$ cat src/rtl/wake_pkg.sv
package wake_pkg;
  localparam int NSRC      = 6;
  localparam int IDX_FIQ   = 0;
  localparam int IDX_MEDIA = 4;
  localparam int IDX_KBD   = 5;

  typedef enum logic [1:0] {
    PS_RUN    = 2'd0,
    PS_IDLE   = 2'd1,
    PS_STBY   = 2'd2,
    PS_SETTLE = 2'd3
  } pstate_t;
endpackage

$ cat src/rtl/wk_sync.sv
module wk_sync #(
  parameter int W = 1
) (
  input  logic         clk,
  input  logic         rst_n,
  input  logic [W-1:0] d_async,
  output logic [W-1:0] q_sync
);
  logic [W-1:0] meta_q;
  logic [W-1:0] sync_q;

  always_ff @(posedge clk or negedge rst_n) begin
    if (!rst_n) begin
      meta_q <= '0;
      sync_q <= '0;
    end else begin
      meta_q <= d_async;
      sync_q <= meta_q;
    end
  end

  assign q_sync = sync_q;
endmodule

$ cat src/rtl/wk_media_filter.sv
module wk_media_filter #(
  parameter int TAPS = 2
) (
  input  logic clk,
  input  logic rst_n,
  input  logic tick,
  input  logic level_in,
  output logic level_ok
);
  logic [TAPS-1:0] samp_q;

  generate
    if (TAPS == 1) begin : g_one
      always_ff @(posedge clk or negedge rst_n) begin
        if (!rst_n)    samp_q <= '0;
        else if (tick) samp_q <= level_in;
      end
    end else begin : g_many
      always_ff @(posedge clk or negedge rst_n) begin
        if (!rst_n)    samp_q <= '0;
        else if (tick) samp_q <= {samp_q[TAPS-2:0], level_in};
      end
    end
  endgenerate

  assign level_ok = &samp_q;
endmodule

$ cat src/rtl/wk_kbd_path.sv
module wk_kbd_path #(
  parameter int KBD_W    = 8,
  parameter int NARROW_W = 6
) (
  input  logic [KBD_W-1:0]          keys,
  input  logic                      narrow,
  input  logic                      direct,
  input  logic                      kmask,
  output logic                      key_any,
  output logic                      key_irq,
  output logic                      key_wake,
  output logic                      key_serviced,
  output logic [KBD_W-NARROW_W-1:0] gpio_free
);
  localparam int GPIO_W = KBD_W - NARROW_W;

  function automatic logic any_key(input logic [KBD_W-1:0] k, input logic nar);
    logic [KBD_W-1:0] sel;
    sel = nar ? {{GPIO_W{1'b0}}, {NARROW_W{1'b1}}} : {KBD_W{1'b1}};
    return |(k & sel);
  endfunction

  assign key_any      = any_key(keys, narrow);
  assign key_irq      = key_any & kmask;
  assign key_wake     = key_any & (direct | kmask);
  assign key_serviced = key_wake & kmask;
  assign gpio_free    = {GPIO_W{narrow}};
endmodule

$ cat src/rtl/wk_power_seq.sv
module wk_power_seq
  import wake_pkg::*;
#(
  parameter int SETTLE_LONG  = 2000,
  parameter int SETTLE_SHORT = 64
) (
  input  logic    clk,
  input  logic    rst_n,
  input  logic    wake,
  input  logic    go_idle,
  input  logic    go_standby,
  input  logic    fast,
  output logic    release_o,
  output pstate_t state_o,
  output logic    settle_busy
);
  localparam int CW = $clog2(SETTLE_LONG + 1);

  function automatic logic [CW-1:0] settle_load(input logic f);
    return f ? CW'(SETTLE_SHORT - 1) : CW'(SETTLE_LONG - 1);
  endfunction

  pstate_t       st_q;
  logic [CW-1:0] cnt_q;

  always_ff @(posedge clk or negedge rst_n) begin
    if (!rst_n) begin
      st_q  <= PS_RUN;
      cnt_q <= '0;
    end else begin
      unique case (st_q)
        PS_RUN: begin
          if (go_standby)   st_q <= PS_STBY;
          else if (go_idle) st_q <= PS_IDLE;
        end
        PS_IDLE: if (wake) st_q <= PS_RUN;
        PS_STBY: begin
          if (wake) begin
            st_q  <= PS_SETTLE;
            cnt_q <= settle_load(fast);
          end
        end
        PS_SETTLE: begin
          if (cnt_q == '0) st_q  <= PS_RUN;
          else             cnt_q <= cnt_q - 1'b1;
        end
        default: st_q <= PS_RUN;
      endcase
    end
  end

  assign release_o   = (st_q == PS_RUN);
  assign state_o     = st_q;
  assign settle_busy = (st_q == PS_SETTLE);
endmodule

$ cat src/rtl/pwr_wake_cond.sv
module pwr_wake_cond
  import wake_pkg::*;
#(
  parameter int KBD_W        = 8,
  parameter int NARROW_W     = 6,
  parameter int MEDIA_TAPS   = 2,
  parameter int SETTLE_LONG  = 2000,
  parameter int SETTLE_SHORT = 64
) (
  input  logic                      clk,
  input  logic                      rst_n,
  input  logic                      fiq_pin,
  input  logic                      ext1_pin,
  input  logic                      ext2_pin,
  input  logic                      ext3_pin,
  input  logic                      media_pin,
  input  logic [KBD_W-1:0]          kbd_pin,
  input  logic                      slow_tick,
  input  logic                      cfg_kbd_narrow,
  input  logic                      cfg_kbd_direct,
  input  logic                      cfg_fast_wake,
  input  logic [5:0]                irq_mask,
  input  logic                      enter_idle,
  input  logic                      enter_standby,
  output logic [5:0]                irq_req,
  output logic                      wake_req,
  output logic                      kbd_serviced,
  output logic [KBD_W-NARROW_W-1:0] gpio_avail,
  output logic                      cpu_release
);
  localparam int NPIN = 5;
  localparam int SW   = NPIN + KBD_W;

  logic [SW-1:0]    sync_out;
  logic [NPIN-1:0]  pin_sync;
  logic [KBD_W-1:0] kbd_sync;
  logic             media_ok;
  logic             kbd_any;
  logic             kbd_irq;
  logic             kbd_wake;
  logic [IDX_MEDIA:0] cond;
  pstate_t          pstate;
  logic             settle_busy;

  wk_sync #(.W(SW)) u_sync (
    .clk     (clk),
    .rst_n   (rst_n),
    .d_async ({kbd_pin, media_pin, ext3_pin, ext2_pin, ext1_pin, fiq_pin}),
    .q_sync  (sync_out)
  );
  assign pin_sync = sync_out[NPIN-1:0];
  assign kbd_sync = sync_out[SW-1:NPIN];

  wk_media_filter #(.TAPS(MEDIA_TAPS)) u_media (
    .clk      (clk),
    .rst_n    (rst_n),
    .tick     (slow_tick),
    .level_in (pin_sync[IDX_MEDIA]),
    .level_ok (media_ok)
  );

  wk_kbd_path #(.KBD_W(KBD_W), .NARROW_W(NARROW_W)) u_kbd (
    .keys         (kbd_sync),
    .narrow       (cfg_kbd_narrow),
    .direct       (cfg_kbd_direct),
    .kmask        (irq_mask[IDX_KBD]),
    .key_any      (kbd_any),
    .key_irq      (kbd_irq),
    .key_wake     (kbd_wake),
    .key_serviced (kbd_serviced),
    .gpio_free    (gpio_avail)
  );

  assign cond = {media_ok, pin_sync[IDX_MEDIA-1:IDX_FIQ]};

  generate
    for (genvar i = 0; i <= IDX_MEDIA; i++) begin : g_gate
      assign irq_req[i] = cond[i] & irq_mask[i];
    end
  endgenerate
  assign irq_req[IDX_KBD] = kbd_irq;

  assign wake_req = (|irq_req[IDX_MEDIA:0]) | kbd_wake;

  wk_power_seq #(.SETTLE_LONG(SETTLE_LONG), .SETTLE_SHORT(SETTLE_SHORT)) u_seq (
    .clk         (clk),
    .rst_n       (rst_n),
    .wake        (wake_req),
    .go_idle     (enter_idle),
    .go_standby  (enter_standby),
    .fast        (cfg_fast_wake),
    .release_o   (cpu_release),
    .state_o     (pstate),
    .settle_busy (settle_busy)
  );
endmodule

$ cat config.mk
export PLATFORM = sky130hd
export DESIGN_NAME = pwr_wake_cond
export DESIGN_NICKNAME = d
export VERILOG_FILES = /design/src/rtl/wake_pkg.sv /design/src/rtl/wk_sync.sv /design/src/rtl/wk_media_filter.sv /design/src/rtl/wk_kbd_path.sv /design/src/rtl/wk_power_seq.sv /design/src/rtl/pwr_wake_cond.sv
export SDC_FILE = /design/constraint.sdc
export NUM_CORES = 1
export LEC_CHECK = 0
export BUFFER_PORTS_ARGS = -buffer_cell sky130_fd_sc_hd__buf_2
export CELL_PAD_IN_SITES_DETAIL_PLACEMENT = 1
export CELL_PAD_IN_SITES_GLOBAL_PLACEMENT = 1
export CORE_MARGIN = 3
export CORE_UTILIZATION = 35
export CTS_CLUSTER_DIAMETER = 30
export DETAILED_ROUTE_END_ITERATION = 8
export PLACE_DENSITY = 0.71
export SETUP_SLACK_MARGIN = 0.5
export SYNTH_ARGS = -nofsm -noshare
export SYNTH_HDL_FRONTEND = slang
export SYNTH_HIERARCHICAL = 1
export SYNTH_SLANG_ARGS = --single-unit
export TNS_END_PERCENT = 50
$ cat constraint.sdc
create_clock -name clk -period 2.1 [get_ports clk]
set_input_delay 0.42 -clock clk [delete_from_list [all_inputs] [get_ports clk]]
set_output_delay 0.42 -clock clk [all_outputs]
set_load 0.02 [all_outputs]
==> results of run 1 <==
[power by group through the flow]
stage | Combinational, W | Clock (W) | Sequential [W]
floorplan | 0.000314 | 0 | 0.00105
global placement | 0.000459 | 0 | 0.00108
detailed placement | 0.000476 | 0 | 0.00109
CTS | 0.000521 | 0.000512 | 0.00109
global route | 0.000622 | 0.000538 | 0.00112
finish | 0.000567 | 0.000496 | 0.00110
[per-stage QoR]
stage / hold WS, ns / TNS (ns) / total power (W) / util / instance area, um^2
floorplan: 0.1244 / -0.3423 / 0.001361 / - / 1615
global placement: 0.3325 / -0.1298 / 0.001538 / 0.4364 / 1913
detailed placement: 0.3358 / -0.7971 / 0.001563 / 0.4364 / 1913
CTS: 0.1989 / -1.533 / 0.002118 / 0.4752 / 2083
global route: 0.2116 / -2.454 / 0.002281 / 0.4877 / 2138
finish: 0.1720 / -1.245 / 0.002159 / 0.4877 / 2138
[repair_timing]
item,in CTS,in global routing
buffers inserted,2,0
resized for setup,19,11
pin swaps,10,6
setup endpoints to repair,17,17
gates cloned,0,0
hold buffers,0,0
[layout make-up]
class                   count  area (um^2)
clock buffers               5        68.82
clock inverters             3        17.52
fillers                   487         2246
inverters                   7        26.28
multi-input cells          77        614.3
flip-flops and latches     41         1027
well taps                  52        65.06
repair buffers             51        319.1
[metal layers]
| layer | up-vias | share of wire | track usage |
|---|---|---|---|
| met1 | 627 | 0.40 | 0.1782 |
| met5 | - | 0 | 0 |
| met3 | 8 | 0.029 | 0.04925 |
| met2 | 20 | 0.55 | 0.2805 |
| met4 | 0 | 0.020 | 0.06237 |
| li1 | 580 | - | - |
[cell usage in the layout, fill, tap and decap left out, drive strengths merged]
cell / instances
buf: 51
dfrtp: 41
nor2: 10
a31oi: 10
and2: 7
inv: 6
o21ai: 6
a21oi: 5
clkbuf: 5
nor4: 5
nand2: 4
clkinv: 3
nand3: 3
o21bai: 2
mux2: 2
a211oi: 2
a311oi: 2
or4b: 2
or4: 2
a22o: 1
clkinvlp: 1
o41a: 1
and3b: 1
nor4b: 1
nor2b: 1
a41oi: 1
a22oi: 1
a2bb2oi: 1
or3: 1
a211o: 1
o22ai: 1
o31ai: 1
a221oi: 1
nor3: 1
ha: 1
[state kept, by name, indices dropped and copies added (netlist names)]
name            count
u_seq/state_o       2
u_sync/meta_q      13
u_media/samp_q      2
u_seq/cnt_q        11
u_sync/q_sync      13
[final timing paths]
check                      slack, ns              from  depth (start not counted)                to
max reg2reg                    -0.15  u_sync/q_sync[7]                          9   u_seq/cnt_q[10]
min                             0.17             rst_n                          2    u_seq/cnt_q[9]
max                            -0.21  u_sync/q_sync[7]                          5          wake_req
max in group asynchronous       1.55             rst_n                          2  u_seq/state_o[1]
min reg2reg                     0.34  u_sync/meta_q[0]                          0  u_sync/q_sync[0]
min in group clk                0.24        kbd_pin[1]                          1  u_sync/meta_q[6]
==> impl_results.md, run 1 <==
- Minimum clock period: 2.313 ns
- Final Hold Viols: 0
- Pint: between 0.001 and 0.0015 W
- Logic pwr share: 0.262
- Reg power frac: 0.508
- Initial DRC Count: 71
- Status: complete, but fails checks
- Crit path max-delay family: simple AND/OR/NAND/NOR gates
- Yosys warnings: 6
- Worst-Margin Slew: ~0.65 ns
- Worst setup SP type: flop
- Vias per cell: between 5 and 6
- Placed cells: 226
- Place WS: -0.1243 ns
- Die Ht: about 74 um
- CTS H-tree depth: 2
- Port Buffer Count: 37
- Sw Pwr: roughly 0.00075 W
- Power per cell area: about 1000 nW/um^2
- Root Buffer: clkbuf_8
- Crit-path slowest cell: or4b_4
- Unrepaired setup endpoints after global routing: true
- CP Class: reg -> out
- # Max-Cap Violations: 0
- First-pass DRT Iterations: 4
- Failing checks: setup timing
- Final period util: 1.101
- DP Wirelength: 2.807 mm
- Crit path cell chain: nor4_4 > a31oi_1 > a21oi_1 > or4b_4 > buf_6
- WP buf/inv: 1
- Clk sinks: slightly above 40
- Final setup margin: -0.2131 ns
- Ant diodes: 0
- Peak VDD IR: roughly 0.56 mV
- Share of layout cells above drive strength 1: 0.4402
- Detailed Route WL: between 3 and 4 mm
- Final Max Slew Viols: 0
- First-pass GRT wire length: approximately 6.5 mm
- Mean post-synth cell area: 12.27 um^2
- Reg clk slew, reported paths: approximately 0.09 ns
- Clock buffers created by TritonCTS: 5
- Synthesized net count: ~160
- Full die area: 5443 um^2
- I/O pin total: 38
- Sw Share: 0.3452
- Max_slew headroom: 0.5622
- DRC: 0
- CTS Buffer Depth: 2
- DR WL/cell: between 15 and 20 um
- Static Leak: 0.9511 nW
- GRT Overall Usage: 0.1595
- Routed Antenna Nets: 0
- Max Clk Rate: 432.3 MHz
- Detailed-route via count: between 1k and 1.5k
- Final global-route overflow total: 0
- Pin count of the biggest net entering global routing: 42
- FP Rows: 24
- Crit-path max FO: 3
- Initial core utilization: 0.3667
- Core area: 4384 um^2
- Setup-failing EPs final: 13
- Area of the mapped netlist: 1608 um^2
- Clk pwr share: 0.230
- Worst EP arrival: approximately 1.9 ns
- Global placement routability congestion: around 0.93
- Clock latency on the worst-skew pair: 0.29 ns
- Initial antenna violation count: 0
- CTS tree: done
- Post-Syn Instances: approximately 130
- Non-filler cells, final: ~240
- Via count of the first global-routing pass: ~1.4k
- CP Capture Type: output pin
- Largest stage delay, worst path: around 0.5 ns
- Final #Nets: around 210
- Area growth from synthesis to layout: 33.00%
- Clock skew: around 0.013 ns
- Die Width: between 70 and 80 um
- Worst EP required: roughly 1.7 ns
- Hold crit path type: in -> async
Note: power is estimated with default switching activity, not from simulation.
==> run 2: changes to the inputs <==
--- a/config.mk
+++ b/config.mk
@@ -5,6 +5,7 @@
 export SDC_FILE = /design/constraint.sdc
 export NUM_CORES = 1
 export LEC_CHECK = 0
+export ABC_CLOCK_PERIOD_IN_PS = 2100
 export BUFFER_PORTS_ARGS = -buffer_cell sky130_fd_sc_hd__buf_2
 export CELL_PAD_IN_SITES_DETAIL_PLACEMENT = 1
 export CELL_PAD_IN_SITES_GLOBAL_PLACEMENT = 1
==> constraint.sdc (replaced) <==
create_clock -name clk -period 2.1 [get_ports clk]
set_input_delay 0.105 -clock clk [delete_from_list [all_inputs] [get_ports clk]]
set_output_delay 0.105 -clock clk [all_outputs]
set_load 0.02 [all_outputs]
==> run 2 against run 1 <==
Against the previous run: the run still ends with setup timing left; sequential cell count is the same; critical path depth grew 3; final cell count grew 4.7%.
==> impl_results.md, run 2 (synthesized netlist as in run 1, its figures left out) <==
- Status: complete, but fails checks
- Failing checks: setup timing
- Final Hold Viols: 0 (unchanged)
- Share of layout cells above drive strength 1: 0.3590 (-0.08124)
- Logic pwr share: 0.242 (-0.020)
- DRC: 0 (unchanged)
- Hold WS: 0.08701 ns (-0.08498 ns)
- Sw Pwr: 0.0006959 W (-6.6%)
- Worst EP required: 2.26 ns (+0.58 ns)
- Worst EP arrival: 2.32 ns (+0.43 ns)
- Multi-input logic area: 571.8 um^2 (-6.9%)
- CTS H-tree depth: 2 (unchanged)
- # Max-Cap Violations: 0 (unchanged)
- Clock buffers created by TritonCTS: 5 (unchanged)
- First-pass DRT Iterations: 4 (unchanged)
- Met2 WL: 2.365 mm (+8.2%)
- Minimum clock period: 2.159 ns (-0.1546 ns)
- Pint: 0.001569 W (+11%)
- Leading cell type in the layout, fill and taps excluded: dfrtp_1
- Crit-path max FO: 4 (+1)
- Commonest cells after routing, fill and taps aside: dfrtp_1 (41), buf_2 (34), dlygate4sd3_1 (14)
- Initial DRC Count: 67 (-5.6%)
- Final period util: 1.028 (-0.07360)
- Detailed-route via count: 1275 (+3.2%)
- Finished Core Util: 0.5091 (+0.02140)
- Unrepaired setup endpoints after global routing: true
- Max_slew headroom: 0.4231 (-0.1391)
- First-pass GRT wire length: 6.617 mm (+2.2%)
- Power per cell area: 1015 nW/um^2 (+0.50%)
- Clk sinks: 41 (unchanged)
- Ant diodes: 0 (unchanged)
- Worst-Margin Slew: 0.8653 ns (+0.2146 ns)
- M1 WL: 1.481 mm (-5.9%)
- Vias per cell: 5.162 (-1.4%)
- CTS Buffer Depth: 2 (unchanged)
- Metal3 WL: 153 um (+33%)
- Uppermost layer routed: met4
- Placed cells: 223 (-1.3%)
- Reg area: 1026 um^2 (-0.12%)
- Core area: 4384 um^2 (unchanged)
- Area growth from synthesis to layout: 38.83%
- Via count of the first global-routing pass: 1393 (+3.0%)
- Final Max Slew Viols: 0 (unchanged)
- Detailed Route WL: 4.069 mm (+2.9%)
- I/O pin total: 38 (unchanged)
- Clock latency on the worst-skew pair: 0.29 ns (about the same)
- Max Clk Rate: 463.3 MHz (+7.2%)
- Static Leak: 1.001 nW (+5.3%)
- Die Ht: 73.78 um (unchanged)
- Peak VDD IR: 0.5314 mV (-4.7%)
- Hold crit path type: in -> reg
- CP Capture Type: flop
- Root Buffer: clkbuf_8
- Non-filler cells, final: 247 (+4.7%)
- Port Buffer Count: 37 (unchanged)
- FP Rows: 24 (unchanged)
- Routed Antenna Nets: 0 (unchanged)
- Reg power frac: 0.475 (-0.033)
- Flop-to-flop setup slack: -0.06 ns (+0.09 ns)
- Clk pwr share: 0.283 (+0.053)
- DR WL/cell: 16.47 um (-1.6%)
- Global placement routability congestion: 0.9434 (+1.8%)
- DP Wirelength: 2.838 mm (+1.1%)
- Initial core utilization: 0.3667 (unchanged)
- Fillers: 477 (-2.1%)
- Clock skew: 0.008786 ns (-0.004159 ns)
- Initial antenna violation count: 0 (unchanged)
- Final setup TNS: -0.2537 ns (+0.9914 ns)
- Full die area: 5443 um^2 (unchanged)
- CTS tree: done
- GRT Overall Usage: 0.1660 (+0.006478)
- Tot Pwr: 0.002265 W (+4.9%)
- Final #Nets: 222 (+5.2%)
- Die Width: 73.78 um (unchanged)
- Reg clk slew, reported paths: 0.08 ns (about the same)
- Final global-route overflow total: 0 (unchanged)
- Setup-failing EPs final: 9 (-4)
- Final setup margin: -0.05853 ns (+0.1546 ns)
- Sw Share: 0.3072 (-0.03802)
- Pin count of the biggest net entering global routing: 42 (unchanged)
- Worst setup SP type: flop
- CP Class: reg -> reg
## run 2: cell count changes in the layout (fill, tap and decap cells not counted), sizes merged
| cell | before | now |
|---|---|---|
| dlygate4sd3 | 0 | 14 |
| buf | 51 | 48 |
| clkbuf | 5 | 7 |
| clkinv | 3 | 1 |
| bufinv | 0 | 1 |
| clkinvlp | 1 | 0 |
## run 2: layout make-up
| class | count | area share |
|---|---|---|
| Clock buffer | 7 | 0.03868 |
| Multi-Input combinational cell | 77 | 0.2562 |
| Tap cell | 52 | 0.02915 |
| Clock inverter | 1 | 0.01345 |
| Sequential cell | 41 | 0.4596 |
| Inverter | 7 | 0.01177 |
| Timing Repair Buffer | 62 | 0.1911 |
## run 2: per-stage QoR
stage          setup WS, ns  area, um^2
6_report           -0.05853        2232
5_1_grt             -0.2167        2232
4_1_cts            -0.04605        2186
3_5_place_dp       -0.04046        1891
3_3_place_gp        0.01530        1891
2_1_floorplan       -0.1242        1615
## run 2: path summary, 6_finish.rpt
check,start,to,depth (start not counted)
setup / recovery,u_sync/q_sync[7],u_seq/cnt_q[4],8
hold / removal,slow_tick,u_media/samp_q[0],2
setup reg to reg,u_sync/q_sync[7],u_seq/cnt_q[4],8
hold reg to reg,u_sync/meta_q[5],u_sync/q_sync[5],0
max in group asynchronous,rst_n,u_sync/meta_q[11],2
min in group asynchronous,rst_n,u_seq/cnt_q[3],2
## run 2: repair_timing
item,CTS,global route
gates resized for setup,6,8
endpoints found under the hold margin,54,0
hold buffers,14,0
buffers inserted,1,1
pin swaps,4,4
endpoints found under the setup margin,14,16
## run 2: layer usage
| layer | vias up | global-route usage |
|---|---|---|
| li1 | 601 | - |
| met1 | 637 | 0.1762 |
| met2 | 29 | 0.3071 |
| met3 | 8 | 0.04241 |
| met4 | 0 | 0.06841 |
| met5 | - | 0 |
## run 2: worst max-delay path, cell delays in order, from the launching register on
cell and delay [ns]:
dfrtp_1 0.40, nor4_4 0.30, a31oi_1 0.11, a21oi_1 0.13
or4b_4 0.49, and3b_1 0.22, and2_4 0.16, a31oi_1 0.15
o21ai_1 0.08
## run 2: power by group through the flow
| stage | sequential, W | clock [W] | combinational (W) |
|---|---|---|---|
| final | 0.00108 | 0.000641 | 0.000548 |
| after global routing | 0.00109 | 0.000703 | 0.000611 |
| after detailed placement | 0.00109 | 0 | 0.000469 |
| after CTS | 0.00107 | 0.000664 | 0.000520 |
| after global placement | 0.00108 | 0 | 0.000449 |
| after floorplan | 0.00105 | 0 | 0.000314 |
